--- src/rtl/pkt_start_qual.sv ---
module pkt_start_qual #(
  parameter int DLY_W    = 16,
  parameter int ARM_TO   = 256,
  parameter int PAIR_GAP = 64
) (
  input  logic             clk,
  input  logic             srst,
  input  logic             cfg_int_en,
  input  logic             cfg_ext_en,
  input  logic             cfg_need_short,
  input  logic             cfg_need_long,
  input  logic             cfg_need_pair,
  input  logic             cfg_cfo_long,
  input  logic [DLY_W-1:0] cfg_delay,
  input  logic             int_det,
  input  logic             ext_det,
  input  logic             lc_cross,
  input  logic             done_good,
  input  logic             done_bad,
  output logic             sop,
  output logic             cfo_strobe
);

  localparam int AW = $clog2(ARM_TO);
  localparam int PW = $clog2(PAIR_GAP + 1);

  typedef enum logic [1:0] {ST_IDLE, ST_ARMED, ST_DELAY, ST_HOLD} st_t;

  st_t             st;
  logic [AW-1:0]   arm_tmr;
  logic [DLY_W-1:0] dcnt;
  logic            pair_act;
  logic [PW-1:0]   pair_cnt;
  logic            fire_idle;

  wire listen     = (st == ST_IDLE) || (st == ST_ARMED);
  wire short_ev   = (cfg_int_en & int_det) | (cfg_ext_en & ext_det);
  wire pair_hit   = pair_act && (pair_cnt == PW'(PAIR_GAP));
  wire lc_ok      = lc_cross && (!cfg_need_pair || pair_hit);
  wire done_any   = done_good | done_bad;

  always_comb begin
    case ({cfg_need_short, cfg_need_long})
      2'b11:   fire_idle = short_ev & lc_ok;
      2'b10:   fire_idle = short_ev;
      2'b01:   fire_idle = lc_ok;
      default: fire_idle = short_ev | lc_ok;
    endcase
  end

  wire fire       = ((st == ST_IDLE) && fire_idle) || ((st == ST_ARMED) && lc_ok);
  wire go_arm     = (st == ST_IDLE) && cfg_need_short && cfg_need_long && short_ev && !lc_ok;
  wire arm_expire = (st == ST_ARMED) && !lc_ok && (arm_tmr == AW'(ARM_TO - 1));

  // spacing tracker for crossing pairs
  always_ff @(posedge clk) begin
    if (srst || !listen) begin
      pair_act <= 1'b0;
      pair_cnt <= '0;
    end else if (lc_cross) begin
      if (pair_hit) begin
        pair_act <= 1'b0;
        pair_cnt <= '0;
      end else begin
        pair_act <= 1'b1;
        pair_cnt <= PW'(1);
      end
    end else if (pair_act) begin
      if (pair_cnt == PW'(PAIR_GAP)) pair_act <= 1'b0;
      else                           pair_cnt <= pair_cnt + PW'(1);
    end
  end

  always_ff @(posedge clk) begin
    if (srst) begin
      st         <= ST_IDLE;
      arm_tmr    <= '0;
      dcnt       <= '0;
      sop        <= 1'b0;
      cfo_strobe <= 1'b0;
    end else begin
      sop        <= 1'b0;
      cfo_strobe <= cfg_cfo_long & lc_ok & listen;
      if (fire) begin
        if (cfg_delay == '0) begin
          sop <= 1'b1;
          st  <= ST_HOLD;
        end else begin
          dcnt <= cfg_delay;
          st   <= ST_DELAY;
        end
      end else begin
        case (st)
          ST_IDLE: if (go_arm) begin
            st      <= ST_ARMED;
            arm_tmr <= '0;
          end
          ST_ARMED: begin
            if (arm_expire) st <= ST_IDLE;
            else            arm_tmr <= arm_tmr + AW'(1);
          end
          ST_DELAY: begin
            if (dcnt == DLY_W'(1)) begin
              sop <= 1'b1;
              st  <= ST_HOLD;
            end else begin
              dcnt <= dcnt - DLY_W'(1);
            end
          end
          default: if (done_any) st <= ST_IDLE;
        endcase
      end
    end
  end

  p_sop_one_cycle_r8: assert property (@(posedge clk) disable iff (srst)
    sop |=> !sop);

  p_sop_in_hold_r9: assert property (@(posedge clk) disable iff (srst)
    sop |-> (st == ST_HOLD));

  p_hold_until_done_r9: assert property (@(posedge clk) disable iff (srst)
    ((st == ST_HOLD) && !done_any) |=> ((st == ST_HOLD) && !sop && !cfo_strobe));

  p_cfo_needs_enable_r10: assert property (@(posedge clk) disable iff (srst)
    cfo_strobe |-> $past(cfg_cfo_long));

  p_reset_clears_r11: assert property (@(posedge clk) disable iff (srst)
    $past(srst) |-> ((st == ST_IDLE) && !sop && !cfo_strobe && !pair_act));

  p_pair_bound_r7: assert property (@(posedge clk) disable iff (srst)
    pair_act |-> ((pair_cnt != '0) && (pair_cnt <= PW'(PAIR_GAP))));

endmodule

--- config.mk ---
export PLATFORM = sky130hd
export DESIGN_NAME = pkt_start_qual
export DESIGN_NICKNAME = d
export VERILOG_FILES = /design/src/rtl/pkt_start_qual.sv
export SDC_FILE = /design/constraint.sdc
export NUM_CORES = 1
export LEC_CHECK = 0
export BUFFER_PORTS_ARGS = -buffer_cell sky130_fd_sc_hd__buf_2
export CAP_MARGIN = 10
export CORE_AREA = 4 4 74 76
export DETAILED_ROUTE_END_ITERATION = 7
export DIE_AREA = 0 0 78 80
export PLACE_DENSITY = 0.62
export SLEW_MARGIN = 20
export SYNTH_ARGS = -nofsm -noshare
export SYNTH_HDL_FRONTEND = slang
export SYNTH_SLANG_ARGS = --single-unit
--- constraint.sdc ---
create_clock -name clk -period 3.1 [get_ports clk]
set_input_delay 0.62 -clock clk [delete_from_list [all_inputs] [get_ports clk]]
set_output_delay 0.62 -clock clk [all_outputs]
set_load 0.01 [all_outputs]
==> results.py <==
metrics = {
    "status": {
        "outcome": "finished, final reports clean",
    },
    "worst_setup_path": {
        "crit_fanout": 16,
        "crit_type": "register to register",
        "cp.required_ns": 3.33,
        "crit_arrival_ns": 3.05,
        "rrSetupSlack_ns": 0.28,
        "r2r-start": "pair_cnt[0]",
        "r2r_end": "arm_tmr[7]",
        "reg2reg_depth": 8,
        "critPathCaptureType": "register",
        "worst_setup_path_start_kind": "register",
    },
    "pwr": {
        "p_seq_share_pct": 38.7,
        "p_int_uw": 944,
        "p_leak_nw": 0.889,
        "total_power_mw": 1.49,
        "switchingPower_uw": 543,
        "p_sw_share_pct": 36.5,
        "powerDensity_nw_per_um2": 610,
        "p_comb_share_pct": 32.8,
        "p_clk_share_pct": 28.5,
        "ir_worst_vdd_mv": 0.393,
    },
    "synthesis": {
        "seq_area_frac_synth_pct": 33.9,
        "avgSynthCellArea_um2": 7.73,
        "synth_top_area_share_pct": 33.9,
        "syn-instance-count": 275,
        "synth_area_um2": 2130,
        "synthTopCellsByArea": "dfxtp_1 34%, a21oi_1 8.2%, or4_1 5.3%",
        "synthArstFlopShare_pct": 0,
        "synth_top_area_cell": "dfxtp_1",
        "ys_types": 51,
        "syn_nets": 309,
        "ys_ff_latch": 36,
        "synth_flop_cell": "dfxtp_1",
        "synth_edf_count": 0,
        "yosysWarnings": 0,
    },
    "sta": {
        "setup_viol": 0,
        "fin_ws_ns": 0.283,
        "worst_pin_slew_ns": 0.601,
        "maxSlewViolCount": 0,
        "relSlewSlack_pct": 59.4,
        "clock-skew-final_ns": 0.00318,
        "grt_setup_unrepaired": "false",
        "timing.fmax_ghz": 0.355,
        "fin_tns_setup_ns": 0,
        "finalHoldViolCount": 0,
        "min_period_ns": 2.82,
        "fin_crit_sh_pct": 90.9,
    },
    "placement": {
        "pre_cts_ws_ns": 0.258,
        "place_hpwl_um": 3870,
        "gp_congestion": 0.878,
        "port_buffers": 30,
        "dp.cells": 363,
    },
    "routing": {
        "wl_per_cell_um": 14.8,
        "routed_wl_um": 5500,
        "route.detailed.drc": 0,
        "ant_nets": 0,
        "drt-initial-drc-count": 102,
        "vias_per_cell": 5.84,
        "num_vias": 2168,
        "firstDrtPassIters": 4,
    },
    "floorplanning": {
        "core_area_um2": 4720,
        "pin_count": 31,
        "start_util_pct": 45.0,
        "die-width_um": 78,
        "die_y_um": 80,
        "fp-row-count": 25,
        "die_area_um2": 6240,
    },
    "cells_and_area": {
        "final_layout_size_suffix_gt1_share_pct": 16.1,
        "final_cell_mix": "36 x dfxtp_1, 35 x a21oi_1, 30 x buf_2",
        "area_growth_pct": 14.7,
        "n_fill_cell": 468,
        "nets": 337,
        "seqCellArea_um2": 721,
        "post-route-util_pct": 51.6,
        "final_common_cell": "dfxtp_1",
        "antenna_cells": 0,
        "final_cells": 371,
        "multi_input_area_um2": 1290,
    },
    "run": {
        "maxCapViolCount": 0,
    },
    "clocking": {
        "cts_setup_buffers": 0,
        "ctsHoldBuffers": 0,
        "cts_resized": 0,
        "cts_buffers": 5,
        "clk_pin_slew_ns": 0.08,
        "clockRootBuffer": "clkbuf_8",
        "h-tree-depth": 2,
        "cts_tree": "yes",
        "cts_buffer_depth": 2,
        "clk_latency_ns": 0.30,
        "cts_sinks": 36,
    },
    "hold_path": {
        "hold_class": "register to register",
        "whs_path_depth": 2,
        "hold_end": "arm_tmr[5]",
        "hp-start": "arm_tmr[5]",
    },
    "grt": {
        "grt_pass1_wl_um": 9090,
        "grt_use_total_pct": 18.0,
        "grt_pass1_vias": 1977,
        "grt_start_max_net_pins": 33,
        "antenna_found_initial": 0,
        "grt_overflow": 0,
    },
}
[synthesized netlist by cell type (2+ instances only)]
| cell type | instances |
|---|---|
| a211o_1 | 2 |
| a21o_1 | 2 |
| a21oi_1 | 35 |
| a22oi_1 | 5 |
| a31oi_1 | 5 |
| buf_2 | 2 |
| clkbuf_1 | 9 |
| dfxtp_1 | 36 |
| ha_1 | 5 |
| inv_1 | 13 |
| nand2_1 | 22 |
| nand2b_1 | 2 |
| nand3_1 | 10 |
| nand3b_1 | 2 |
| nand4_1 | 4 |
| nor2_1 | 18 |
| nor2b_1 | 6 |
| nor3_1 | 7 |
| nor4_1 | 12 |
| nor4b_1 | 2 |
| o211ai_1 | 4 |
| o21a_1 | 2 |
| o21ai_0 | 14 |
| o31ai_1 | 2 |
| o32ai_1 | 5 |
| or3_1 | 9 |
| or4_1 | 15 |
| xor2_1 | 2 |
[state kept, by name, summed over array words and instances (netlist names)]
signal      count
dcnt           16
arm_tmr         8
pair_cnt        7
st              2
cfo_strobe      1
pair_act        1
sop             1
[critical path, stage by stage, from the launching register on]
cell and delay [ns]:
dfxtp_1 0.39, inv_1 0.08, ha_1 0.21, and4b_1 0.21, a21oi_1 0.28, a21boi_0 0.17, or4_1 0.72, or4_1 0.54
a21oi_1 0.14
[worst max-delay path by stage]
stage / end / start / depth (start not counted)
global route: arm_tmr[5] / pair_cnt[0] / 8
floorplan: arm_tmr[7] / pair_cnt[0] / 9
detailed placement: arm_tmr[7] / lc_cross / 7
CTS: arm_tmr[7] / pair_cnt[0] / 8
global placement: arm_tmr[7] / lc_cross / 7
finish: arm_tmr[7] / pair_cnt[0] / 8
[metal layers]
metal / global-route usage [%] / part of all wire [%] / up-vias / wire length (µm)
met5: 0 / 0 / - / 0
met1: 22.7 / 47 / 993 / 2580
li1: - / - / 1103 / -
met2: 29.3 / 46 / 60 / 2510
met4: 6.29 / 1.8 / 0 / 99
met3: 5.19 / 5.6 / 12 / 307
[power by group through the flow]
| stage | logic (mW) | registers, mW | clock network, mW |
|---|---|---|---|
| after floorplan | 0.378 | 0.563 | 0 |
| after global placement | 0.479 | 0.582 | 0 |
| after detailed placement | 0.482 | 0.584 | 0 |
| after CTS | 0.486 | 0.573 | 0.433 |
| after global routing | 0.554 | 0.586 | 0.456 |
| final | 0.488 | 0.575 | 0.424 |
[kinds of logic after synthesis]
group / Yosys count / synth area share, %
compound gates: 86 / 25.2
xor+xnor: 2 / 0.824
fa+ha+maj: 5 / 2.94
buf+inv: 26 / 5.24
flops: 36 / 33.9
simple gates: 120 / 31.9
[metrics by stage]
| stage | hold WS, ns | area (µm²) |
|---|---|---|
| floorplan | 0.447 | 2130 |
| global placement | 0.469 | 2330 |
| detailed placement | 0.467 | 2330 |
| CTS | 0.481 | 2440 |
| global route | 0.505 | 2440 |
| finish | 0.483 | 2440 |
[final cells by class]
type / instances / area share [%]
clock buffers: 5 / 2.82
clock inverters: 3 / 1.74
inverters: 13 / 2.00
multi-input cells: 213 / 53.1
flip-flops and latches: 36 / 29.6
well taps: 67 / 3.44
repair buffers: 34 / 7.39
No activity file was read; power rests on OpenSTA's default activity.
